File: config.mk
export PLATFORM = sky130hd
export DESIGN_NAME = spi_sck_divider
export DESIGN_NICKNAME = d
export VERILOG_FILES = /design/src/rtl/spi_div_pkg.sv /design/src/rtl/spi_div_cfg.sv /design/src/rtl/spi_div_count.sv /design/src/rtl/spi_sck_divider.sv
export SDC_FILE = /design/constraint.sdc
export NUM_CORES = 1
export LEC_CHECK = 0
export ABC_AREA = 1
export BUFFER_PORTS_ARGS = -buffer_cell sky130_fd_sc_hd__buf_2
export CAP_MARGIN = 5
export CORE_MARGIN = 5
export CORE_UTILIZATION = 50
export CTS_CLUSTER_SIZE = 24
export DETAILED_ROUTE_END_ITERATION = 7
export PLACE_DENSITY = 0.67
export SLEW_MARGIN = 10
export SYNTH_ARGS = -nofsm -noshare
export SYNTH_HDL_FRONTEND = slang
export SYNTH_HIERARCHICAL = 1
export SYNTH_SLANG_ARGS = --single-unit
File: constraint.sdc
create_clock -name clk -period 1.8 [get_ports clk]
set_input_delay 0.09 -clock clk [delete_from_list [all_inputs] [get_ports clk]]
set_output_delay 0.09 -clock clk [all_outputs]
set_load 0.05 [all_outputs]
File: src/rtl/spi_div_pkg.sv
package spi_div_pkg;
   localparam int DEF_LIN_W = 8;
   localparam int DEF_EXP_W = 4;

   typedef enum logic {
      LAW_POW2   = 1'b0,
      LAW_LINEAR = 1'b1
   } div_law_e;
endpackage

File: src/rtl/spi_div_cfg.sv
module spi_div_cfg
   import spi_div_pkg::*;
#(
   parameter int LIN_W  = DEF_LIN_W,
   parameter int EXP_W  = DEF_EXP_W,
   parameter int CFG_W  = LIN_W + EXP_W + 1,
   parameter int TERM_W = (LIN_W > (2**EXP_W - 1)) ? LIN_W : (2**EXP_W - 1)
) (
   input  logic              clk,
   input  logic              rst_n,
   input  logic              wr,
   input  logic [CFG_W-1:0]  wdata,
   output logic [TERM_W-1:0] term
);
   localparam int EXP_LSB = LIN_W;
   localparam int SEL_POS = LIN_W + EXP_W;

   logic [CFG_W-1:0]  cfg_q;
   logic [LIN_W-1:0]  lin_n;
   logic [EXP_W-1:0]  exp_n;
   div_law_e          law;
   logic [TERM_W-1:0] pow_mask;

   always_ff @(posedge clk or negedge rst_n) begin
      if (!rst_n) cfg_q <= '0;
      else if (wr) cfg_q <= wdata;
   end

   assign lin_n = cfg_q[LIN_W-1:0];
   assign exp_n = cfg_q[EXP_LSB +: EXP_W];
   assign law   = div_law_e'(cfg_q[SEL_POS]);

   // half-period minus one for the exponential law: 2^n - 1 as a thermometer mask
   for (genvar i = 0; i < TERM_W; i++) begin : g_mask
      if (i < 2**EXP_W - 1) begin : g_live
         assign pow_mask[i] = (EXP_W'(i) < exp_n);
      end else begin : g_dead
         assign pow_mask[i] = 1'b0;
      end
   end

   always_comb begin
      if (law == LAW_LINEAR) term = TERM_W'(lin_n);
      else                   term = pow_mask;
   end

   // configuration word is cleared by reset, so the terminal starts at zero
   assert_term_reset_R1: assert property (@(posedge clk)
      $rose(rst_n) |-> term == '0);
endmodule

File: src/rtl/spi_div_count.sv
module spi_div_count #(
   parameter int TERM_W = 15
) (
   input  logic              clk,
   input  logic              rst_n,
   input  logic              run,
   input  logic              start,
   input  logic              reload,
   input  logic [TERM_W-1:0] term,
   output logic              phase,
   output logic              lead,
   output logic              trail
);
   logic [TERM_W-1:0] cnt;

   always_ff @(posedge clk or negedge rst_n) begin
      if (!rst_n) begin
         cnt   <= '0;
         phase <= 1'b0;
         lead  <= 1'b0;
         trail <= 1'b0;
      end else begin
         lead  <= 1'b0;
         trail <= 1'b0;
         if (!run) begin
            cnt   <= '0;
            phase <= 1'b0;
         end else if (start || reload) begin
            cnt <= '0;
            if (start) phase <= 1'b0;
         end else if (cnt == term) begin
            cnt   <= '0;
            phase <= ~phase;
            lead  <= ~phase;
            trail <= phase;
         end else begin
            cnt <= cnt + 1'b1;
         end
      end
   end

   // the count never passes the terminal of the active setting
   assert_count_bound_R2: assert property (@(posedge clk) disable iff (!rst_n)
      cnt <= term);

   // a configuration write clears the count and leaves the phase alone
   assert_reload_clear_R7: assert property (@(posedge clk) disable iff (!rst_n)
      (run && reload && !start) |=> (cnt == '0) && $stable(phase));

   // strobes are exclusive
   assert_tick_excl_R9: assert property (@(posedge clk) disable iff (!rst_n)
      !(lead && trail));
endmodule

File: src/rtl/spi_sck_divider.sv
module spi_sck_divider
   import spi_div_pkg::*;
#(
   parameter int LIN_W = DEF_LIN_W,
   parameter int EXP_W = DEF_EXP_W,
   localparam int CFG_W  = LIN_W + EXP_W + 1,
   localparam int TERM_W = (LIN_W > (2**EXP_W - 1)) ? LIN_W : (2**EXP_W - 1)
) (
   input  logic             clk,
   input  logic             rst_n,
   input  logic             cfg_wr,
   input  logic [CFG_W-1:0] cfg_wdata,
   input  logic             cpol,
   input  logic             xfer_active,
   output logic             sck,
   output logic             lead_tick,
   output logic             trail_tick
);
   if (LIN_W < 1 || LIN_W > 16) begin : g_bad_lin
      $error("spi_sck_divider: LIN_W must lie in 1..16");
   end
   if (EXP_W < 1 || EXP_W > 5) begin : g_bad_exp
      $error("spi_sck_divider: EXP_W must lie in 1..5");
   end

   logic              active_q;
   logic              start;
   logic              phase;
   logic [TERM_W-1:0] term;

   always_ff @(posedge clk or negedge rst_n) begin
      if (!rst_n) active_q <= 1'b0;
      else        active_q <= xfer_active;
   end

   assign start = xfer_active && !active_q;

   spi_div_cfg #(
      .LIN_W (LIN_W),
      .EXP_W (EXP_W),
      .CFG_W (CFG_W),
      .TERM_W(TERM_W)
   ) u_cfg (
      .clk  (clk),
      .rst_n(rst_n),
      .wr   (cfg_wr),
      .wdata(cfg_wdata),
      .term (term)
   );

   spi_div_count #(
      .TERM_W(TERM_W)
   ) u_cnt (
      .clk   (clk),
      .rst_n (rst_n),
      .run   (xfer_active),
      .start (start),
      .reload(cfg_wr),
      .term  (term),
      .phase (phase),
      .lead  (lead_tick),
      .trail (trail_tick)
   );

   assign sck = cpol ^ phase;

   // idle level held between transfers
   assert_idle_level_R5: assert property (@(posedge clk) disable iff (!rst_n)
      (!xfer_active && !active_q) |-> (sck == cpol) && !lead_tick && !trail_tick);

   // strobe direction matches the new sck level
   assert_lead_dir_R8: assert property (@(posedge clk) disable iff (!rst_n)
      lead_tick |-> sck != cpol);
   assert_trail_dir_R8: assert property (@(posedge clk) disable iff (!rst_n)
      trail_tick |-> sck == cpol);

   // every edge inside a transfer carries a strobe
   assert_edge_tick_R9: assert property (@(posedge clk) disable iff (!rst_n)
      (xfer_active && $past(xfer_active) && $stable(cpol) && (sck != $past(sck)))
      |-> (lead_tick || trail_tick));
endmodule

==> summary.txt <==
initial antenna violation count -> 0
CP max FO -> 7
number of nets with antenna violations after routing -> 0
critical path startpoint category -> flop
vias in the first global route -> 1602
Worst EP arrival -> 1.89 ns
Hold Vio Cnt, Final -> 0
Final nets -> 340
Root Buffer -> clkbuf_8
Gate Count Post-Synth -> 287
DR WL/cell -> 11.5 um
DRC -> 0
Worst-path clk slew -> 0.06 ns
DP HPWL -> 3.18 mm
Yosys cell types -> 29
vias per cell -> 4.77
power share of the sequential group -> 0.489
vias post-DR -> 1761
Worst Max-Slew Pin Slew -> 0.698 ns
gpl congestion -> 0.867
RSZ-0062 raised after global routing -> yes
Final Util -> 0.626
fillcell total -> 360
adder-cell share of the synthesized area -> 0.00633
Max Fclk -> 582 MHz
DP Area -> 2130 um2
DRT iter0 DRCs -> 58
Sinks on Clock Net -> 32
Sw Share -> 0.289
critical path class -> flop to flop
# rows -> 22
Max-Cap Viols -> 0
Setup Viol. Count Final -> 0
Synth Area in Compound Gates -> 0.0659
Port Buf Inserts -> 20
Comb power frac -> 0.193
post-synthesis mux area share -> 0
main combinational cell family by area after synthesis -> simple AND/OR/NAND/NOR gates
outcome -> finished, final reports clean
Synth Register Bits -> 32
Post-Synth XOR/XNOR Area -> 0.0310
CP required -> 1.97 ns
Post-Syn Area -> 1980 um2
clock tree buffer depth -> 2
pwr/cell area -> 678 nW/um2
Clock power frac -> 0.319
# diodes -> 0
H-tree depth -> 2
Synth Area in Simple Gates -> 0.362
design area -> 2340 um2
layout cells sized above 1 -> 0.249
Peak VDD IR -> 0.479 mV
Final Skew -> 0.00659 ns
CTS Buf Count -> 5
max_slew headroom -> 0.534
CP endpoint kind -> flop
DRT Pass-1 Iters -> 4
non-filler cells, final -> 369
Global Route Usage Sum -> 0.169
Syn-to-layout area delta -> 18.7%
total global routing overflow -> 0
period utilisation layout -> 0.955
# IOs -> 21
internal power -> 1.13 mW
global-route wire length before repair -> 7.09 mm
placed cells -> 355
Core Area -> 3740 um2
Slew Limit Fails -> 0
die width -> 72.9 um
Die H -> 72.9 um
Pleak -> 1.19 nW
switching pwr -> 0.458 mW
CTS tree -> yes
initial core utilization -> 0.528
clock period minus worst slack -> 1.72 ns
die area -> 5310 um2
sequential fraction of the synthesis area -> 0.405
Yosys warnings -> 6
post-synth net total -> 306
largest net degree at the start of global routing -> 33
Hold Path Class -> input port to flop
clk_lat worst skew -> 0.28 ns
Syn Area/Cell -> 6.88 um2
Post-Route WL -> 4.24 mm
[registers in the layout, indices dropped and copies added (netlist names)]
| register | count |
|---|---|
| u_cnt/cnt | 15 |
| u_cnt/phase | 1 |
| active_q | 1 |
| u_cnt/lead | 1 |
| u_cfg/cfg_q | 13 |
| u_cnt/trail | 1 |
[cell usage in the layout, fill, tap and decap left out, types with 6 or more instances in the layout]
master	synthesis	layout
o21ai_1	12	13
nor2_2	6	7
buf_4	1	7
nand2_1	96	92
inv_2	11	10
nor2_4	2	6
nand3_1	10	10
buf_2	1	20
inv_1	44	44
nor2_1	30	25
dfrtp_1	32	30
[cells in the mapped netlist]
cell type | instances | area, um2
a21oi_1 | 4 | 20.0
a31oi_1 | 1 | 6.26
buf_2 | 1 | 5.00
buf_4 | 1 | 7.51
buf_6 | 2 | 22.5
clkinv_1 | 2 | 7.51
dfrtp_1 | 32 | 801
ha_1 | 1 | 12.5
inv_1 | 44 | 165
inv_2 | 11 | 41.3
inv_4 | 1 | 6.26
nand2_1 | 96 | 360
nand2_2 | 1 | 6.26
nand2_4 | 1 | 11.3
nand3_1 | 10 | 50.1
nand3_2 | 4 | 40.0
nand3b_1 | 2 | 15.0
nand4_1 | 3 | 18.8
nor2_1 | 30 | 113
nor2_2 | 6 | 37.5
nor2_4 | 2 | 22.5
nor3_1 | 3 | 15.0
nor3_2 | 1 | 10.0
nor3_4 | 1 | 16.3
o21ai_0 | 7 | 35.0
o21ai_1 | 12 | 60.1
o21ai_2 | 1 | 8.76
xnor2_1 | 2 | 17.5
xor2_1 | 5 | 43.8
[cells by family after synthesis]
kind of cell	Yosys count
AO/OA/AOI/OAI	25
XOR/XNOR	7
buffers and inverters	62
adder cells (fa/ha/maj)	1
AND/OR/NAND/NOR	160
flip-flops	32
[power by group through the flow]
stage	logic, mW	registers, mW	clock network, mW
detailed placement	0.259	0.784	0
CTS	0.263	0.770	0.525
global route	0.349	0.779	0.566
finish	0.306	0.776	0.506
floorplan	0.180	0.778	0
global placement	0.256	0.783	0
[timing repair]
action | CTS | global route
resized for setup | 0 | 27
setup buffers | 0 | 4
hold buffers | 2 | 0
hold endpoints to repair | 33 | 0
setup endpoints to repair | 0 | 18
[worst max-delay path: stages, from the launching register on]
cell and delay [ns]:
dfrtp_2 0.46, inv_4 0.07, nor2_2 0.12, nand2_1 0.08, nand2_1 0.07, nand2_1 0.07, nand2_1 0.08, nand2_2 0.07
nor2_2 0.11, nand2_2 0.07, nor2_4 0.14, nand2_4 0.11, nand2_4 0.12, nor2_1 0.05
[cell type report]
cell class | count | area (um2) | area share
Timing Repair Buffer | 30 | 184 | 0.0784
Sequential cell | 32 | 803 | 0.343
Clock inverter | 1 | 5.00 | 0.00213
Inverter | 58 | 223 | 0.0950
Clock buffer | 6 | 72.6 | 0.0309
Multi-Input combinational cell | 194 | 997 | 0.425
Tap cell | 48 | 60.1 | 0.0256
[path summary, 6_finish.rpt]
kind	from	end	slack, ns	cells after the start
worst min-delay path	cfg_wdata[9]	u_cfg/cfg_q[9]	0.01	3
min in group asynchronous	rst_n	active_q	0.39	2
worst max-delay path	u_cfg/cfg_q[10]	u_cnt/cnt[9]	0.08	13
worst max register to register	u_cfg/cfg_q[10]	u_cnt/cnt[9]	0.08	13
max in group asynchronous	rst_n	u_cfg/cfg_q[10]	0.92	2
worst min register to register	u_cfg/cfg_q[1]	u_cfg/cfg_q[1]	0.51	2
[metal layers]
metal	GRT usage	vias up	wire, um
li1	-	932	-
met1	0.222	799	1970
met2	0.278	26	2040
met3	0.0386	4	185
met4	0.0492	0	38
met5	0	-	0
[through the flow]
stage	hold WS, ns	setup slack, ns	TNS, ns	power [mW]
floorplan	-0.206	0.182	0	0.959
global placement	0.187	0.0644	0	1.04
detailed placement	0.187	0.0471	0	1.04
CTS	0.0135	0.0316	0	1.56
global route	0.0209	-0.0868	-1.10	1.69
finish	0.0125	0.0807	0	1.59
Power figures use the tool's default switching activity.
